### config.mk
export PLATFORM = sky130hd
export DESIGN_NAME = ccs_core_clk_ctrl
export DESIGN_NICKNAME = d
export VERILOG_FILES = /design/src/rtl/ccs_pkg.sv /design/src/rtl/ccs_divider.sv /design/src/rtl/ccs_nest.sv /design/src/rtl/ccs_speed_regs.sv /design/src/rtl/ccs_core_clk_ctrl.sv
export SDC_FILE = /design/constraint.sdc
export NUM_CORES = 1
export LEC_CHECK = 0
export BUFFER_PORTS_ARGS = -buffer_cell sky130_fd_sc_hd__buf_2
export CORE_MARGIN = 10
export CORE_UTILIZATION = 53
export DETAILED_ROUTE_END_ITERATION = 12
export GPL_ROUTABILITY_DRIVEN = 0
export HOLD_SLACK_MARGIN = 0.08
export PLACE_DENSITY = 0.75
export SYNTH_ARGS = -nofsm -noshare
export SYNTH_HDL_FRONTEND = slang
export SYNTH_SLANG_ARGS = --single-unit
### constraint.sdc
create_clock -name clk -period 1.8 [get_ports clk]
set_input_delay 0.18 -clock clk [delete_from_list [all_inputs] [get_ports clk]]
set_output_delay 0.18 -clock clk [all_outputs]
set_load 0.02 [all_outputs]
### src/rtl/ccs_pkg.sv
package ccs_pkg;
  localparam int DIV_CODE_W = 3;
  localparam int SRC_N      = 3;

  localparam logic [1:0] SRC_MAIN = 2'd0;
  localparam logic [1:0] SRC_RTC  = 2'd1;
  localparam logic [1:0] SRC_PLL  = 2'd2;

  typedef struct packed {
    logic                  pll_off;
    logic                  osc_off;
    logic [1:0]            src;
    logic [DIV_CODE_W-1:0] div;
  } spd_t;

  localparam spd_t SPD_RESET = '{pll_off: 1'b0, osc_off: 1'b0, src: SRC_MAIN, div: '0};

  // A setting is legal when its source exists and is powered,
  // both by its own bits and by the reference setting.
  function automatic logic spd_ok(spd_t s, spd_t cur);
    logic ok;
    ok = (s.src != 2'd3);
    if (s.src == SRC_MAIN && (s.osc_off || cur.osc_off)) ok = 1'b0;
    if (s.src == SRC_PLL  && (s.pll_off || cur.pll_off)) ok = 1'b0;
    return ok;
  endfunction
endpackage

### src/rtl/ccs_divider.sv
module ccs_divider
  import ccs_pkg::*;
#(
  parameter int DCW = DIV_CODE_W
) (
  input  logic             clk,
  input  logic             rst,
  input  logic [SRC_N-1:0] src_tick,
  input  spd_t             act,
  output logic             bnd,
  output logic             core_en,
  output logic             tmr_tick
);
  localparam int CNT_W = (1 << DCW) - 1;

  logic [CNT_W-1:0] cnt;
  logic [CNT_W-1:0] lim;
  logic             sel;

  always_comb begin
    unique case (act.src)
      SRC_MAIN: sel = src_tick[0];
      SRC_RTC:  sel = src_tick[1];
      SRC_PLL:  sel = src_tick[2];
      default:  sel = 1'b0;
    endcase
    // 2^k - 1 in CNT_W bits; k = max wraps to all ones
    lim = (CNT_W'(1) << act.div) - CNT_W'(1);
    bnd = sel && (cnt == lim);
  end

  always_ff @(posedge clk) begin
    if (rst) begin
      cnt      <= '0;
      core_en  <= 1'b0;
      tmr_tick <= 1'b0;
    end else begin
      core_en  <= bnd;
      tmr_tick <= sel;
      if (bnd)      cnt <= '0;
      else if (sel) cnt <= cnt + CNT_W'(1);
    end
  end
endmodule

### src/rtl/ccs_nest.sv
module ccs_nest #(
  parameter int NEST_W = 3
) (
  input  logic clk,
  input  logic rst,
  input  logic irq_enter,
  input  logic irq_return,
  output logic outer_enter,
  output logic outer_return,
  output logic in_isr
);
  localparam logic [NEST_W-1:0] NEST_MAX = '1;

  logic [NEST_W-1:0] depth;
  logic              ent, ret;

  always_comb begin
    ent          = irq_enter && !irq_return;
    ret          = irq_return && !irq_enter;
    in_isr       = (depth != '0);
    outer_enter  = ent && (depth == '0);
    outer_return = ret && (depth == NEST_W'(1));
  end

  always_ff @(posedge clk) begin
    if (rst)                          depth <= '0;
    else if (ent && depth != NEST_MAX) depth <= depth + NEST_W'(1);
    else if (ret && in_isr)           depth <= depth - NEST_W'(1);
  end
endmodule

### src/rtl/ccs_speed_regs.sv
module ccs_speed_regs
  import ccs_pkg::*;
(
  input  logic clk,
  input  logic rst,
  input  logic cmd_we,
  input  logic cmd_isr,
  input  spd_t cmd,
  input  logic bnd,
  input  logic outer_enter,
  input  logic outer_return,
  input  logic in_isr,
  output spd_t act,
  output logic cmd_err
);
  spd_t isr_q, saved_q, pend_q;
  logic pv_q;
  spd_t isr_n, saved_n, pend_n, tgt;
  logic pv_n, ok_norm, ok_isr, err_set;

  always_comb begin
    ok_norm = cmd_we && !cmd_isr && spd_ok(cmd, act);
    ok_isr  = cmd_we &&  cmd_isr && spd_ok(cmd, SPD_RESET);
    err_set = cmd_we && !ok_norm && !ok_isr;
    isr_n   = ok_isr ? cmd : isr_q;
    saved_n = saved_q;
    pend_n  = pend_q;
    pv_n    = pv_q && !bnd;
    if (ok_norm) begin
      if (in_isr) saved_n = cmd;
      else begin
        pend_n = cmd;
        pv_n   = 1'b1;
      end
    end
    tgt = (ok_norm && !in_isr) ? cmd : (pv_q ? pend_q : act);
    if (outer_enter) begin
      saved_n = tgt;
      pend_n  = isr_n;
      pv_n    = 1'b1;
    end
    if (outer_return) begin
      pend_n = saved_n;
      pv_n   = 1'b1;
    end
  end

  always_ff @(posedge clk) begin
    if (rst) begin
      act     <= SPD_RESET;
      isr_q   <= SPD_RESET;
      saved_q <= SPD_RESET;
      pend_q  <= SPD_RESET;
      pv_q    <= 1'b0;
      cmd_err <= 1'b0;
    end else begin
      if (bnd && pv_q) act <= pend_q;
      isr_q   <= isr_n;
      saved_q <= saved_n;
      pend_q  <= pend_n;
      pv_q    <= pv_n;
      if (err_set) cmd_err <= 1'b1;
    end
  end
endmodule

### src/rtl/ccs_core_clk_ctrl.sv
module ccs_core_clk_ctrl
  import ccs_pkg::*;
#(
  parameter int NEST_W = 3
) (
  input  logic             clk,
  input  logic             rst,
  input  logic [SRC_N-1:0] src_tick,
  input  logic             cmd_we,
  input  logic             cmd_isr,
  input  logic [6:0]       cmd_wdata,
  input  logic             irq_enter,
  input  logic             irq_return,
  output logic             core_en,
  output logic             tmr_tick,
  output logic             osc_pd,
  output logic             pll_pd,
  output logic             cmd_err
);
  spd_t act;
  logic bnd, outer_enter, outer_return, in_isr;

  ccs_nest #(.NEST_W(NEST_W)) u_nest (
    .clk(clk), .rst(rst), .irq_enter(irq_enter), .irq_return(irq_return),
    .outer_enter(outer_enter), .outer_return(outer_return), .in_isr(in_isr)
  );

  ccs_speed_regs u_regs (
    .clk(clk), .rst(rst), .cmd_we(cmd_we), .cmd_isr(cmd_isr),
    .cmd(spd_t'(cmd_wdata)), .bnd(bnd), .outer_enter(outer_enter),
    .outer_return(outer_return), .in_isr(in_isr), .act(act), .cmd_err(cmd_err)
  );

  ccs_divider #(.DCW(DIV_CODE_W)) u_div (
    .clk(clk), .rst(rst), .src_tick(src_tick), .act(act),
    .bnd(bnd), .core_en(core_en), .tmr_tick(tmr_tick)
  );

  assign osc_pd = act.osc_off;
  assign pll_pd = act.pll_off;
endmodule

==> flow_summary.json <==
{
  "status": "finished with violations",
  "violations": "negative setup slack",
  "rr_endpoint": "u_regs.pend_q[4]",
  "grt_pass1_vias": 2020,
  "reg2regPathDepth": 7,
  "yosys.area.top_type": "dfxtp_1",
  "worstMarginPinSlew_ps": 392,
  "setup_slack_ps": -102,
  "die_x_um": 86.0,
  "portBuffers": 20,
  "dieArea_sq_mm": 0.00740,
  "syn-cell-area_sq_mm": 0.00231,
  "period_needed_ps": 1900,
  "crit_fanout": 5,
  "netlist.area_leader.share_pct": 36.4,
  "cts_buffers": 5,
  "cellLeakagePower_nw": 1.13,
  "layout.cells.non_filler": 361,
  "drcViolationCount": 0,
  "num_io_pins": 21,
  "synth_top_family_by_area": "compound AO/OA/AOI/OAI gates",
  "place_inst": 344,
  "start_kind": "flop",
  "synthCells": 262,
  "root_buffer": "clkbuf_8",
  "total_power_mw": 2.42,
  "ys_top_cells_by_area": "dfxtp_1 (36%), mux2i_1 (5.2%), o21ai_0 (4.8%)",
  "fillCellCount": 317,
  "clkSinkCount": 42,
  "whs_path_depth": 2,
  "first_iter_violations": 180,
  "crit_path_start": "u_regs.act[6]",
  "max_freq_mhz": 526,
  "clk_pin_slew_ps": 80,
  "synth_compound_area_share_pct": 25.6,
  "place_hpwl_um": 4040,
  "detailedPlace.worstSlack_ps": -101,
  "vdd_ir_drop_max_v": 0.000455,
  "finClkSkew_ps": 10.1,
  "setup_viol": 1,
  "crit_path_end": "u_regs.pend_q[4]",
  "worst_ep_arrival_time_ps": 2150,
  "clock_path_buffers": 2,
  "num_rows": 23,
  "synthSimpleGateAreaFrac_pct": 21.6,
  "yosysSeqAreaShare_pct": 36.4,
  "hp-class": "input port to flop",
  "antenna_found_initial": 0,
  "core_sq_mm": 0.00412,
  "drt-vias-per-instance": 6.10,
  "dpl-instance-area_sq_mm": 0.00260,
  "period_share_pct": 106,
  "grt_max_degree": 36,
  "endpoint_kind": "flop",
  "worst-setup-path-type": "flop to flop",
  "synthesis.nets": 284,
  "firstDrtPassIters": 4,
  "timing.rr.start": "u_regs.act[6]",
  "synth_fa_ha_area_share_pct": 3.25,
  "p_per_area_mw_per_mm2": 839,
  "final_area_sq_mm": 0.00288,
  "ys_warn_count": 0,
  "finalWirelength_um": 6010,
  "final_nets": 332,
  "wl_per_cell_um": 16.7,
  "hold_viol_final": 0,
  "ys_types": 60,
  "insertedDiodeCount": 0,
  "grt_usage_pct": 15.7,
  "start_util_pct": 56.2,
  "synthArstFlopShare_pct": 0,
  "drtAntennaViolNets": 0,
  "syn-mean-instance-area_sq_um": 8.82,
  "grt_pass1_wl_um": 9630,
  "cts_max_level": 2,
  "cp.required_ps": 2040,
  "cts_tree": "done",
  "synth.most_common_cell": "dfxtp_1",
  "synthMuxAreaShare_pct": 5.85,
  "rrSetupSlack_ps": -100,
  "synthFlopType": "dfxtp_1",
  "ys_seq_elements": 42,
  "clk_latency_ps": 300,
  "synth_edf_count": 0,
  "grt_overflow": 0,
  "maxCapViolCount": 0,
  "rsz0062_at_grt": "true",
  "finalMaxSlewViolations": 0,
  "syn2layout_area_growth_pct": 24.6,
  "post_route_cells_drive_above_1_share_pct": 32.5,
  "synthXorXnorAreaFrac_pct": 2.65,
  "die_h_um": 86.0,
  "vias": 2201,
  "relSlewSlack_pct": 73.9,
  "yosys-top-cells-count": "dfxtp_1 (42), o21ai_0 (22), nor2_1 (21)"
}
==> kinds of logic after synthesis <==
logic type	count (synthesis)
AND/OR/NAND/NOR	91
AO/OA/AOI/OAI	81
flip-flops	42
buffers and inverters	22
multiplexers	13
XOR/XNOR	7
adder cells (fa/ha/maj)	6
==> area by class of cell <==
cell class              instances  area [sq um]  area share (%)
multi-input cells             198          1450            50.3
flip-flops and latches         42           846            29.4
repair buffers                 55           400            13.9
clock buffers                   7          86.3            3.00
well taps                      50          62.6            2.17
inverters                       8          30.0            1.04
clock inverters                 1          5.00           0.174
==> stage by stage <==
stage / hold slack [ps] / TNS, ps / util [%]
floorplan: 274 / 0 / -
global placement: 449 / 0 / 63.3
detailed placement: 446 / -289 / 63.3
CTS: 123 / -4.92 / 66.0
global route: 139 / -300 / 70.0
finish: 115 / -102 / 70.0
==> flip-flops by register name, summed over array words and instances (netlist names) <==
name,cells
u_regs.saved_q,7
u_regs.isr_q,7
u_regs.cmd_err,1
u_regs.pv_q,1
u_div.cnt,7
u_nest.depth,3
u_regs.act,7
u_div.tmr_tick,1
u_div.core_en,1
u_regs.pend_q,7
==> how the worst min path moves through the flow <==
stage | from | endpoint | slack [ps]
3_5_place_dp | irq_return | u_nest.depth[1] | 450
4_1_cts | irq_return | u_nest.depth[1] | 120
2_1_floorplan | irq_return | u_nest.depth[1] | 270
6_report | irq_return | u_nest.depth[1] | 120
5_1_grt | irq_return | u_nest.depth[1] | 140
3_3_place_gp | irq_return | u_nest.depth[1] | 450
==> cell usage in the layout (no fill, tap or decap), types with 2 or more instances in the layout <==
cell type  count
buf_6          2
nand2b_4       2
a221oi_2       4
o21ai_0       19
dfxtp_2        4
o221ai_2       4
nand3b_1       3
clkbuf_8       6
nor2b_1        4
a31oi_1        3
a21oi_1       16
nand3_1        7
o21ai_1        4
nand4_1        5
inv_1          7
xnor2_1        4
mux2i_1       12
a211oi_1       2
ha_1           5
nor2_1        20
and2_1         2
a221oi_1       4
xor2_1         3
buf_2         20
buf_4         31
nor3_1        14
dfxtp_1       38
o31ai_1        3
nand2_1       16
nand2b_1       4
==> where the power goes <==
group,internal [mW],switching (mW),total (mW)
registers,1.01,0.0551,1.06
logic,0.343,0.368,0.710
clock network,0.310,0.332,0.642
==> critical path, cell delays in order, from the launching register on <==
cell and delay [ps]:
dfxtp_2 340, nor4b_4 270, o31ai_4 110, buf_12 140, a21oi_1 280, o32ai_1 190, o22ai_1 270, o311a_1 240
==> routing by layer <==
layer / GRT usage (%) / up-vias / wire [um] / share of wire [%]
li1: - / 1065 / - / -
met1: 20.1 / 1032 / 2730 / 45
met2: 23.5 / 91 / 2760 / 46
met3: 4.73 / 13 / 421 / 7.0
met4: 6.74 / 0 / 111 / 1.8
met5: 0 / - / 0 / 0
==> timing repair <==
item,in CTS,in global routing
endpoints found under the setup margin,6,13
buffers inserted,1,7
cloned,0,1
hold buffers,0,0
resized for setup,2,24
pin swaps,1,6
No activity file was read; power rests on OpenSTA's default activity.
